File: src/rtl/dt_pkg.sv
package dt_pkg;
  localparam int NUM_CLS = 2;
  localparam int CLS_HI  = 0;
  localparam int CLS_LO  = 1;
endpackage

File: src/rtl/dt_holdoff.sv
module dt_holdoff #(
  parameter int HOLD_W = 8
) (
  input  logic              clk_i,
  input  logic              rst_ni,
  input  logic              accept_i,
  input  logic [HOLD_W-1:0] hold_len_i,
  output logic              veto_o
);
  logic [HOLD_W-1:0] cnt_q, cnt_d;

  always_comb begin
    cnt_d = cnt_q;
    if (accept_i)            cnt_d = hold_len_i;
    else if (cnt_q != '0)    cnt_d = cnt_q - HOLD_W'(1);
  end

  always_ff @(posedge clk_i or negedge rst_ni) begin
    if (!rst_ni) cnt_q <= '0;
    else         cnt_q <= cnt_d;
  end

  assign veto_o = (cnt_q != '0);
endmodule

File: src/rtl/dt_cfg_watch.sv
module dt_cfg_watch #(
  parameter int W = 8
) (
  input  logic         clk_i,
  input  logic         rst_ni,
  input  logic [W-1:0] cfg_i,
  output logic         changed_o
);
  logic [W-1:0] prev_q;

  always_ff @(posedge clk_i or negedge rst_ni) begin
    if (!rst_ni) prev_q <= '0;
    else         prev_q <= cfg_i;
  end

  assign changed_o = (cfg_i != prev_q);
endmodule

File: src/rtl/dt_bucket.sv
module dt_bucket #(
  parameter int CAP_W = 8,
  parameter int PER_W = 16
) (
  input  logic             clk_i,
  input  logic             rst_ni,
  input  logic             accept_i,
  input  logic [CAP_W-1:0] cap_i,
  input  logic [PER_W-1:0] period_i,
  output logic [CAP_W-1:0] fill_o,
  output logic             full_o
);
  localparam int CFG_W = CAP_W + PER_W;

  logic [CAP_W-1:0] fill_q, fill_d;
  logic [PER_W-1:0] dcnt_q, dcnt_d;
  logic             tick, dec, clr;

  dt_cfg_watch #(.W(CFG_W)) u_watch (
    .clk_i    (clk_i),
    .rst_ni   (rst_ni),
    .cfg_i    ({cap_i, period_i}),
    .changed_o(clr)
  );

  always_comb begin
    tick   = (period_i != '0) && (dcnt_q == period_i - PER_W'(1));
    dec    = tick && (fill_q != '0);
    dcnt_d = (tick || period_i == '0) ? '0 : dcnt_q + PER_W'(1);
    fill_d = fill_q;
    // accept and drain on one cycle cancel
    if (accept_i && !dec) begin
      if (fill_q < cap_i) fill_d = fill_q + CAP_W'(1);
    end else if (dec && !accept_i) begin
      fill_d = fill_q - CAP_W'(1);
    end
    if (clr) begin
      fill_d = '0;
      dcnt_d = '0;
    end
  end

  always_ff @(posedge clk_i or negedge rst_ni) begin
    if (!rst_ni) begin
      fill_q <= '0;
      dcnt_q <= '0;
    end else begin
      fill_q <= fill_d;
      dcnt_q <= dcnt_d;
    end
  end

  assign fill_o = fill_q;
  assign full_o = (cap_i != '0) && (fill_q >= cap_i);
endmodule

File: src/rtl/dead_time_gen.sv
module dead_time_gen
  import dt_pkg::*;
#(
  parameter int HOLD_W = 8,
  parameter int CAP_W  = 8,
  parameter int PER_W  = 16
) (
  input  logic              clk_i,
  input  logic              rst_ni,
  input  logic              accept_i,
  input  logic [HOLD_W-1:0] hold_len_i,
  input  logic [CAP_W-1:0]  cap_hi_i,
  input  logic [PER_W-1:0]  drain_hi_i,
  input  logic [CAP_W-1:0]  cap_lo_i,
  input  logic [PER_W-1:0]  drain_lo_i,
  output logic              simple_veto_o,
  output logic              veto_hi_o,
  output logic              veto_lo_o
);
  logic [CAP_W-1:0] cap   [NUM_CLS];
  logic [PER_W-1:0] per   [NUM_CLS];
  logic [CAP_W-1:0] fill  [NUM_CLS];
  logic             full  [NUM_CLS];
  logic [CAP_W-1:0] fill_hi, fill_lo;
  logic             hold_veto;

  assign cap[CLS_HI] = cap_hi_i;
  assign cap[CLS_LO] = cap_lo_i;
  assign per[CLS_HI] = drain_hi_i;
  assign per[CLS_LO] = drain_lo_i;

  dt_holdoff #(.HOLD_W(HOLD_W)) u_hold (
    .clk_i     (clk_i),
    .rst_ni    (rst_ni),
    .accept_i  (accept_i),
    .hold_len_i(hold_len_i),
    .veto_o    (hold_veto)
  );

  for (genvar c = 0; c < NUM_CLS; c++) begin : g_cls
    dt_bucket #(.CAP_W(CAP_W), .PER_W(PER_W)) u_bkt (
      .clk_i   (clk_i),
      .rst_ni  (rst_ni),
      .accept_i(accept_i),
      .cap_i   (cap[c]),
      .period_i(per[c]),
      .fill_o  (fill[c]),
      .full_o  (full[c])
    );
  end

  assign fill_hi       = fill[CLS_HI];
  assign fill_lo       = fill[CLS_LO];
  assign simple_veto_o = hold_veto;
  assign veto_hi_o     = hold_veto | full[CLS_HI];
  assign veto_lo_o     = hold_veto | full[CLS_LO];
endmodule

File: config.mk
export PLATFORM = sky130hd
export DESIGN_NAME = dead_time_gen
export DESIGN_NICKNAME = d
export VERILOG_FILES = /design/src/rtl/dt_pkg.sv /design/src/rtl/dt_holdoff.sv /design/src/rtl/dt_cfg_watch.sv /design/src/rtl/dt_bucket.sv /design/src/rtl/dead_time_gen.sv
export SDC_FILE = /design/constraint.sdc
export NUM_CORES = 1
export LEC_CHECK = 0
export CORE_UTILIZATION = 60
export CTS_CLUSTER_SIZE = 28
export DETAILED_ROUTE_END_ITERATION = 8
export DONT_BUFFER_PORTS = 1
export PLACE_DENSITY = 0.76
export SLEW_MARGIN = 20
export SYNTH_ARGS = -nofsm -noshare
export SYNTH_HDL_FRONTEND = slang
export SYNTH_SLANG_ARGS = --single-unit
export TNS_END_PERCENT = 10
File: constraint.sdc
create_clock -name clk_i -period 9 [get_ports clk_i]
set_input_delay 0.9 -clock clk_i [delete_from_list [all_inputs] [get_ports clk_i]]
set_output_delay 0.9 -clock clk_i [all_outputs]
set_load 0.02 [all_outputs]
==> flow_summary_export.csv <==
group,metric,value,unit
status,status,"finished clean",
clocking,cts_buffer_depth,2,
setup_path,r2r_start,"g_cls[1].u_bkt.dcnt_q[11]$_DFF_PN0_",
floorplan,pin_count,62,
final_layout,n_fill_cell,907,
floorplan,die_w,108,microns
synthesis,syn_inst,698,
placed_design,hpwl,10800,microns
floorplan,core-area,0.0109,sq mm
clocking,post_cts_buffers,0,
setup_path,crit_fanout,17,
floorplan,rows,38,
placed_design,io_buffers,0,
synthesis,synth_top_area_cell,"dfrtp_1",
clocking,hold_buffers,0,
detailed_routing,ant_nets,0,
power,p_leak,0.00289,uW
timing,slew_headroom,0.331,
setup_path,r2r_end,"g_cls[1].u_bkt.fill_o[7]$_DFFE_PN0P_",
grt,grt_overflow,0,
final_layout,postLayoutCellArea,0.00695,sq mm
setup_path,r2r_slack,4440,ps
synthesis,syn_area_per_cell,9.65,sq um
setup_path,cp-end-kind,"flop",
timing,period_needed,4940,ps
timing,drv_slew,0,
detailed_routing,vias,5051,
detailed_routing,wl,14400,microns
grt,grt_pass1_vias,5038,
timing,fin_setup_tns,0,ps
clocking,cts_tree,"done",
detailed_routing,vias_per_cell,6.10,
clocking,cts_resized,0,
timing,skew,9.96,ps
synthesis,synth_edf_count,0,
hold_path,hold_class,"input port to async pin",
grt,grt_first_pass_wirelength,23300,microns
job,drv_cap,0,
setup_path,worstSetupPathType,"input port to flop",
synthesis,synth_most_common_cell,"dfrtp_1",
placed_design,place_area,0.00679,sq mm
timing,setup_viol,0,
clocking,cts_made_buffers,9,
detailed_routing,drc,0,
power,peakVddDrop,122,uV
clocking,clock-root-buffer,"clkbuf_8",
clocking,path_clk_slew,90,ps
placed_design,gp_congestion,0.899,
detailed_routing,dr.pass1.iters,5,
final_layout,seq_area,0.00260,sq mm
final_layout,syn_to_final_growth,3.25,%
final_layout,fin_util,0.639,
detailed_routing,drt_iter0_markers,287,
setup_path,start_kind,"input port",
clocking,clock_sinks,104,
detailed_routing,wl_per_cell,17.4,microns
timing,tightest_slew,996,ps
final_layout,num_antenna_cells,0,
timing,rsz0062_at_grt,"false",
synthesis,ys.flop_type,"dfrtp_1",
setup_path,r2r_cells,15,
synthesis,ys_seq_area_frac,0.386,
setup_path,arrival,5220,ps
grt,grt_max_degree,105,
floorplan,dieArea,0.0117,sq mm
synthesis,ys_warn_count,0,
synthesis,synth_area,0.00673,sq mm
final_layout,stdcell_count,828,
floorplan,start_util,0.618,
synthesis,synth_area_leaders,"dfrtp_1 39%, xnor2_1 9.8%, xor2_1 6.9%",
synthesis,ys_types,68,
floorplan,dieHeight,108,microns
grt,antenna_found_initial,0,
grt,grt_use_total,0.260,
power,power.density,121,mW/mm^2
synthesis,yosysTopAreaCellShare,0.386,
setup_path,required,9280,ps
final_layout,finalNetCount,783,
clocking,clock_latency,390,ps
placed_design,dp_cells,814,
timing,fmax,0.203,GHz
synthesis,synthArstFlopShare,1.00,
timing,hold_violations,0,
clocking,cts_max_level,3,
final_layout,multi_input_comb_area,0.00385,sq mm
synthesis,syn-num-nets,796,
timing,finalCritPeriodShare,0.549,
synthesis,synth-seq-cells,104,
final_layout,layout-drive-gt1-share,0.0625,
synthesis,yosys-top-cells-count,"104 x dfrtp_1, 75 x xnor2_1, 53 x xor2_1",
## sequential cells by signal, summed over array words and instances, names as in the netlist
register / flops
g_cls.u_bkt.u_watch.prev_q: 48
g_cls.u_bkt.dcnt_q: 32
g_cls.u_bkt.fill_o: 16
u_hold.cnt_q: 8
## worst max-delay path by stage
stage,from,slack (ps),to,depth (start not counted)
final,drain_lo_i[5],4060,g_cls[1].u_bkt.fill_o[7]$_DFFE_PN0P_,15
after CTS,drain_lo_i[5],4120,g_cls[1].u_bkt.fill_o[7]$_DFFE_PN0P_,15
after detailed placement,drain_lo_i[5],3690,g_cls[1].u_bkt.fill_o[7]$_DFFE_PN0P_,15
after global routing,drain_lo_i[5],3700,g_cls[1].u_bkt.fill_o[7]$_DFFE_PN0P_,15
after global placement,drain_lo_i[5],3760,g_cls[1].u_bkt.fill_o[7]$_DFFE_PN0P_,15
after floorplan,drain_hi_i[6],3910,g_cls[0].u_bkt.fill_o[6]$_DFFE_PN0P_,18
## per-stage QoR
step / hold slack [ps] / setup WS, ps / total power (uW)
finish: 195 / 4060 / 844
CTS: 182 / 4120 / 852
floorplan: 501 / 3910 / 580
global placement: 550 / 3760 / 588
detailed placement: 567 / 3690 / 593
global route: 163 / 3700 / 884
## power breakdown
group	switching (uW)	internal, uW	leakage, uW
logic	45.1	46.9	0.00148
registers	9.40	483	0.00133
clock network	156	104	0.0000838
total	210	633	0.00289
## cells in the final DEF (no fill, tap or decap), drive strengths merged, types with 3 or more instances in the layout
cell / Yosys / routed
mux2: 3 / 3
o31ai: 8 / 8
a21oi: 23 / 23
nand3: 26 / 26
and4: 3 / 3
nor2b: 6 / 6
a211oi: 20 / 20
o211ai: 4 / 4
or2: 4 / 4
and2: 3 / 3
or3: 6 / 6
mux2i: 10 / 10
and3: 12 / 12
nand2: 36 / 36
inv: 39 / 39
nand4: 17 / 17
nor2: 46 / 46
o21ai: 19 / 19
ha: 37 / 37
dfrtp: 104 / 104
or4: 5 / 5
xor2: 53 / 53
clkbuf: 17 / 10
o21a: 3 / 3
nor4: 20 / 20
buf: 10 / 3
nor3: 31 / 31
xnor2: 75 / 75
nor3b: 7 / 7
nand3b: 5 / 5
nand2b: 6 / 6
clkinv: 0 / 3
## metal layers
layer  vias up  GRT usage  routed length (microns)
met2       152      0.432                     7140
met5         -          0                        0
li1       2439          -                        -
met1      2433      0.317                     6060
met3        27     0.0814                      923
met4         0     0.0959                      302
## critical path: stages
cell,delay [ps]
nor4_1,660
and3_1,380
o211ai_1,110
a2111oi_0,360
and4_1,650
nand3_1,150
ha_1,270
inv_1,210
ha_1,270
a21oi_1,200
o211ai_1,150
o41ai_1,340
nand3_1,110
o21ai_0,100
mux2_2,350
## area by class of cell
class	instances	share of cell area
clock buffers	10	0.0198
clock inverters	4	0.00324
inverters	39	0.0211
multi-input cells	528	0.553
flip-flops and latches	104	0.374
well taps	140	0.0252
repair buffers	3	0.00324
## logic make-up after synthesis
group,count (synthesis),synth area share
AOI/OAI and AO/OA,106,0.116
xor gates and xnor gates,128,0.166
adders and majority gates,39,0.0747
buffers and inverters,66,0.0424
DFF,104,0.386
muxes,13,0.0199
and+or+nand+nor,242,0.194
No activity file was read; power rests on OpenSTA's default activity.
